--- config.mk ---
export PLATFORM = sky130hd
export DESIGN_NAME = absdiff_max_unit
export DESIGN_NICKNAME = d
export VERILOG_FILES = /design/src/rtl/amu_pkg.sv /design/src/rtl/amu_lane.sv /design/src/rtl/amu_max_reduce.sv /design/src/rtl/amu_beat_ctr.sv /design/src/rtl/absdiff_max_unit.sv
export SDC_FILE = /design/constraint.sdc
export NUM_CORES = 1
export LEC_CHECK = 0
export BUFFER_PORTS_ARGS = -buffer_cell sky130_fd_sc_hd__buf_2
export CORE_MARGIN = 5
export CORE_UTILIZATION = 25
export CTS_CLUSTER_SIZE = 24
export DETAILED_ROUTE_END_ITERATION = 12
export SETUP_SLACK_MARGIN = 0.2
export SKIP_LAST_GASP = 1
export SYNTH_ARGS = -nofsm -noshare
export SYNTH_HDL_FRONTEND = slang
export SYNTH_SLANG_ARGS = --single-unit
--- constraint.sdc ---
create_clock -name clk -period 11.3 [get_ports clk]
set_input_delay 0 -clock clk [delete_from_list [all_inputs] [get_ports clk]]
set_output_delay 0 -clock clk [all_outputs]
set_load 0.02 [all_outputs]
--- src/rtl/amu_pkg.sv ---
package amu_pkg;
  localparam int PIX_W_DEF       = 8;
  localparam int LANES_DEF       = 4;
  localparam int CHUNK_BEATS_DEF = 1200;

  function automatic logic [PIX_W_DEF-1:0] larger(input logic [PIX_W_DEF-1:0] a,
                                                   input logic [PIX_W_DEF-1:0] b);
    return (a > b) ? a : b;
  endfunction
endpackage

--- src/rtl/amu_lane.sv ---
module amu_lane #(
  parameter int PIX_W = 8
) (
  input  logic [PIX_W-1:0] cur,
  input  logic [PIX_W-1:0] bkg,
  output logic [PIX_W-1:0] diff
);
  always_comb begin
    if (cur >= bkg) diff = cur - bkg;
    else            diff = bkg - cur;
  end
endmodule

--- src/rtl/amu_max_reduce.sv ---
module amu_max_reduce #(
  parameter int PIX_W = 8,
  parameter int LANES = 4
) (
  input  logic [LANES-1:0][PIX_W-1:0] vals,
  output logic [PIX_W-1:0]            max_out
);
  logic [LANES-1:0][PIX_W-1:0] chain;

  assign chain[0] = vals[0];
  genvar g;
  generate
    for (g = 1; g < LANES; g++) begin : g_stage
      assign chain[g] = (vals[g] > chain[g-1]) ? vals[g] : chain[g-1];
    end
  endgenerate
  assign max_out = chain[LANES-1];
endmodule

--- src/rtl/amu_beat_ctr.sv ---
module amu_beat_ctr #(
  parameter int CHUNK_BEATS = 1200
) (
  input  logic clk,
  input  logic rst,
  input  logic step,
  output logic is_last
);
  localparam int CW = (CHUNK_BEATS > 1) ? $clog2(CHUNK_BEATS) : 1;
  localparam logic [CW-1:0] LAST_IDX = CW'(CHUNK_BEATS - 1);

  logic [CW-1:0] cnt;

  assign is_last = (cnt == LAST_IDX);

  always_ff @(posedge clk) begin
    if (rst)          cnt <= '0;
    else if (step)    cnt <= is_last ? '0 : cnt + 1'b1;
  end

  assert_count_range_R4: assert property (@(posedge clk) disable iff (rst)
    cnt <= LAST_IDX);

  assert_wrap_after_last_R4: assert property (@(posedge clk) disable iff (rst)
    (step && is_last) |=> (cnt == '0));
endmodule

--- src/rtl/absdiff_max_unit.sv ---
module absdiff_max_unit #(
  parameter int PIX_W       = amu_pkg::PIX_W_DEF,
  parameter int LANES       = amu_pkg::LANES_DEF,
  parameter int CHUNK_BEATS = amu_pkg::CHUNK_BEATS_DEF
) (
  input  logic                   clk,
  input  logic                   rst,
  input  logic                   in_valid,
  output logic                   in_ready,
  input  logic [LANES*PIX_W-1:0] in_cur,
  input  logic [LANES*PIX_W-1:0] in_bkg,
  output logic                   out_valid,
  input  logic                   out_ready,
  output logic [LANES*PIX_W-1:0] out_diff,
  output logic                   out_last,
  output logic [PIX_W-1:0]       max_val,
  output logic                   max_done
);
  localparam int BUS_W = LANES * PIX_W;

  logic [LANES-1:0][PIX_W-1:0] cur_v, bkg_v, diff_c, diff_q;
  logic [PIX_W-1:0]            beat_max, run_max, cand;
  logic                        accept, is_last;

  assign cur_v = in_cur;
  assign bkg_v = in_bkg;

  genvar l;
  generate
    for (l = 0; l < LANES; l++) begin : g_lane
      amu_lane #(.PIX_W(PIX_W)) i_lane (
        .cur (cur_v[l]),
        .bkg (bkg_v[l]),
        .diff(diff_c[l])
      );
    end
  endgenerate

  amu_max_reduce #(.PIX_W(PIX_W), .LANES(LANES)) i_reduce (
    .vals   (diff_c),
    .max_out(beat_max)
  );

  assign in_ready = !out_valid || out_ready;
  assign accept   = in_valid && in_ready;

  amu_beat_ctr #(.CHUNK_BEATS(CHUNK_BEATS)) i_ctr (
    .clk    (clk),
    .rst    (rst),
    .step   (accept),
    .is_last(is_last)
  );

  assign cand = (beat_max > run_max) ? beat_max : run_max;

  always_ff @(posedge clk) begin
    if (rst) begin
      out_valid <= 1'b0;
      diff_q    <= '0;
      out_last  <= 1'b0;
      run_max   <= '0;
      max_val   <= '0;
      max_done  <= 1'b0;
    end else begin
      max_done <= 1'b0;
      if (accept) begin
        out_valid <= 1'b1;
        diff_q    <= diff_c;
        out_last  <= is_last;
        if (is_last) begin
          run_max  <= '0;
          max_val  <= cand;
          max_done <= 1'b1;
        end else begin
          run_max  <= cand;
        end
      end else if (out_ready) begin
        out_valid <= 1'b0;
      end
    end
  end

  assign out_diff = BUS_W'(diff_q);

  assert_hold_under_stall_R3: assert property (@(posedge clk) disable iff (rst)
    (out_valid && !out_ready) |=> (out_valid && $stable(out_diff) && $stable(out_last)));

  assert_done_on_last_R5: assert property (@(posedge clk) disable iff (rst)
    max_done |-> (out_valid && out_last));

  assert_done_pulse_R5: assert property (@(posedge clk) disable iff (rst)
    max_done |=> !max_done);

  assert_max_stable_R7: assert property (@(posedge clk) disable iff (rst)
    !max_done |-> $stable(max_val));

  generate
    for (l = 0; l < LANES; l++) begin : g_chk
      assert_max_covers_lane_R5: assert property (@(posedge clk) disable iff (rst)
        max_done |-> (max_val >= diff_q[l]));
    end
  endgenerate
endmodule

==> summary.md <==
| Metric | Value |
|---|---|
| Status | `finished, final reports clean` |
| Die height | `169.7 microns` |
| Final Util | `30.36%` |
| RSZ-0062 raised after global routing | `false` |
| Main combinational cell family by area after synthesis | `compound AO/OA/AOI/OAI gates` |
| Register-to-Register Path Depth | `12` |
| Initial antenna violation count | `0` |
| Hold Path Origin | `out_ready` |
| Longest Clk Path Bufs | `2` |
| Max Transition Viols Final | `0` |
| Final setup fails | `0` |
| CP max-delay cell | `a311oi_2` |
| Clock sinks | `62` |
| Gpl congestion | `0.8552` |
| Detail Placement HPWL | `14,630 microns` |
| Synth Register Bits | `62` |
| PwrDens | `234.5 nW/um^2` |
| Cells after DPL | `1,228` |
| Reg2Reg Setup Slack | `8.81 ns` |
| Final setup TNS | `0 ns` |
| CTS tree | `done` |
| Warnings, synthesis | `0` |
| Pin count of the biggest net entering global routing | `58` |
| Root Buffer | `clkbuf_16` |
| Post-CTS Setup Bufs | `0` |
| Post-route cell area | `7624 sq um` |
| Critical path arrival | `10.49 ns` |
| Vias | `5,920` |
| Initial Util | `25.38%` |
| Clock latency on the worst-skew pair | `0.33 ns` |
| CTS buffer count | `9` |
| Post-synth EDFFs | `0` |
| Synthesized Nets | `976` |
| Worst reg2reg path startpoint | `run_max[1]$_SDFFE_PP0P_` |
| Initial DRT Pass Iterations | `5` |
| Placed cell area | `7257 sq um` |
| Layout cell share with drive strength beyond 1 | `18.47%` |
| Pre-CTS setup slack | `0.1241 ns` |
| Fmax | `97.84 MHz` |
| CTS H-tree lvls | `3` |
| Clock slew at reported path FFs | `0.06 ns` |
| Syn avg cell area | `7.859 sq um` |
| Critical path type | `primary input to flip-flop` |
| Full die area | `28,790 sq um` |
| Static leakage | `3.624 nW` |
| Non-Filler Instances | `1,245` |
| CP Launch Type | `primary input` |
| Total Nets Final | `1,075` |
| Min Tclk post-route | `10.22 ns` |
| Final Hold Viols | `0` |
| Final period utilization | `90.45%` |
| Post-Synth Simple-Gate Area | `18.51%` |
| Global router's overall resource usage | `12.38%` |
| Core ar. | `25,110 sq um` |
| Hold Crit Class | `primary input to flip-flop` |
| DR WL/cell | `14.40 microns` |
| Relative slew slack | `27.79%` |
| Hold EP | `out_valid$_SDFFE_PP0P_` |
| Max stage delay on crit path | `0.50 ns` |
| Grt ovf | `0` |
| Seq/Total Area, Yosys | `19.47%` |
| Post-route ant nets | `0` |
| Final setup margin | `1.079 ns` |
| Power Total | `1.788 mW` |
| WHS Path Cells | `3` |
| Area grow syn2layout | `19.61%` |
| XOR/XNOR Fraction of Synth Area | `4.260%` |
| Syn Inst Count | `811` |
| Mux cell area share after synthesis | `5.673%` |
| DR vias/cell | `4.755` |
| Worst path required time | `11.57 ns` |
| IO Port Bufs | `111` |
| Clock skew | `0.007853 ns` |
| Inserted Diodes | `0` |
| WL final | `17,930 microns` |
| First-pass GRT wire length | `29,260 microns` |
| Mapped cell area | `6374 sq um` |
| Die W | `169.7 microns` |
| Max_cap viols | `0` |
| Crit path capture type | `flip-flop` |
| Worst reg2reg path endpoint | `run_max[4]$_SDFFE_PP0P_` |
| Compound-Gate Fraction of Synth Area | `24.32%` |
| CP Max Fanout | `12` |
| Async SR Flop Fraction | `0%` |
| Drt drc | `0` |
| Boundary Pins | `112` |
| Tightest Pin Transition | `1.083 ns` |
| Layout fillers | `2,766` |
| Vias in the first global route | `5,720` |
| Post-Synth Adder-Cell Area | `19.98%` |
| Site Rows | `58` |
| Hold_ws | `0.02289 ns` |
| Synth Flop Type | `dfxtp_1` |
| 1st-iter DRT viols | `232` |
| Maximum VDD drop | `0.1392 mV` |
| Yosys cell types | `72` |
-- cell usage in the layout (no fill, tap or decap), types with 11 or more instances in the layout --
master / Yosys / layout
inv_1: 105 / 105
o211ai_1: 13 / 13
mux2i_1: 26 / 26
nor2_1: 53 / 53
xnor2_1: 15 / 15
buf_2: 0 / 111
nand2_1: 79 / 79
nor2b_1: 12 / 12
nand4_1: 15 / 15
a21oi_1: 64 / 64
a211oi_1: 19 / 19
o21ai_0: 31 / 29
xor2_1: 11 / 11
dfxtp_1: 62 / 62
nand2b_1: 13 / 13
o21a_1: 14 / 13
nand3_1: 17 / 17
ha_1: 89 / 89
a21o_1: 12 / 12
-- critical path, delay by kind of cell --
family | cells | cell delay (ns)
buffers and inverters | 3 | 0.22
AO/OA/AOI/OAI | 27 | 5.54
XOR/XNOR | 1 | 0.39
adder cells (fa/ha/maj) | 6 | 1.62
AND/OR/NAND/NOR | 14 | 2.29
multiplexers | 1 | 0.41
-- synth_stat cells, drive strengths merged, types with 7 or more instances --
master / number / share of area (%)
xor2: 11 / 1.5
and3: 7 / 0.69
a31oi: 7 / 0.79
nand3: 18 / 1.5
a21oi: 64 / 5.0
nand2: 79 / 4.7
inv: 105 / 6.2
nor3: 12 / 1.4
fa: 8 / 2.5
nand4: 15 / 1.5
nor2: 54 / 3.2
a211oi: 20 / 2.6
mux2: 9 / 1.6
a21o: 12 / 1.4
mux2i: 26 / 4.1
o21a: 14 / 1.6
xnor2: 17 / 2.7
o211ai: 13 / 1.5
and2: 7 / 0.69
clkbuf: 23 / 1.4
ha: 89 / 17
nand2b: 13 / 1.3
dfxtp: 62 / 19
o21ai: 35 / 2.7
nor2b: 12 / 1.2
-- worst max-delay path by stage --
stage	start	to	slack [ns]
floorplan	in_cur[0]	run_max[4]$_SDFFE_PP0P_	2.12
global placement	in_cur[8]	max_val[6]$_SDFFE_PP0P_	0.28
detailed placement	in_cur[8]	max_val[5]$_SDFFE_PP0P_	0.12
CTS	in_cur[8]	max_val[5]$_SDFFE_PP0P_	0.44
global route	in_cur[8]	run_max[5]$_SDFFE_PP0P_	0.21
finish	in_cur[8]	run_max[4]$_SDFFE_PP0P_	1.08
-- cell families (layout without fill, tap and decap cells) --
group	after synthesis	after routing
XOR/XNOR	28	28
adder cells (fa/ha/maj)	97	97
AO/OA/AOI/OAI	220	220
multiplexers	35	35
buffers and inverters	131	235
AND/OR/NAND/NOR	238	238
flip-flops	62	62
-- state kept, by name, summed over array words and instances (netlist names) --
signal     flops
i_ctr.cnt     11
max_done       1
max_val        8
out_diff      32
out_last       1
out_valid      1
run_max        8
-- where the power goes --
part	leakage, nW	internal [mW]	switching, mW
sequential	0.508	0.240	0.0108
clock	0.155	0.200	0.110
combinational	2.96	0.472	0.755
-- metal layers --
layer	track usage, %	vias to the layer above	wire length (microns)
met1	16.51	2705	8268
met2	20.25	153	8326
li1	-	3050	-
met5	0	-	0
met3	3.145	12	1161
met4	2.660	0	174
-- cell type report --
type	count	area (sq um)	share of cell area [%]
multi-input combinational	618	4663	61.17
sequential	62	1241	16.28
timing repair buffer	114	580.6	7.615
tap	330	412.9	5.416
inverter	105	394.1	5.170
clock buffer	10	239.0	3.135
clock inverter	6	92.59	1.215
-- repair_timing --
action                                  4_1_cts  5_1_grt
endpoints found under the setup margin        0       16
endpoints found under the hold margin         1        0
hold buffers                                  1        0
gates resized for setup                       0        8
Power figures use the tool's default switching activity.
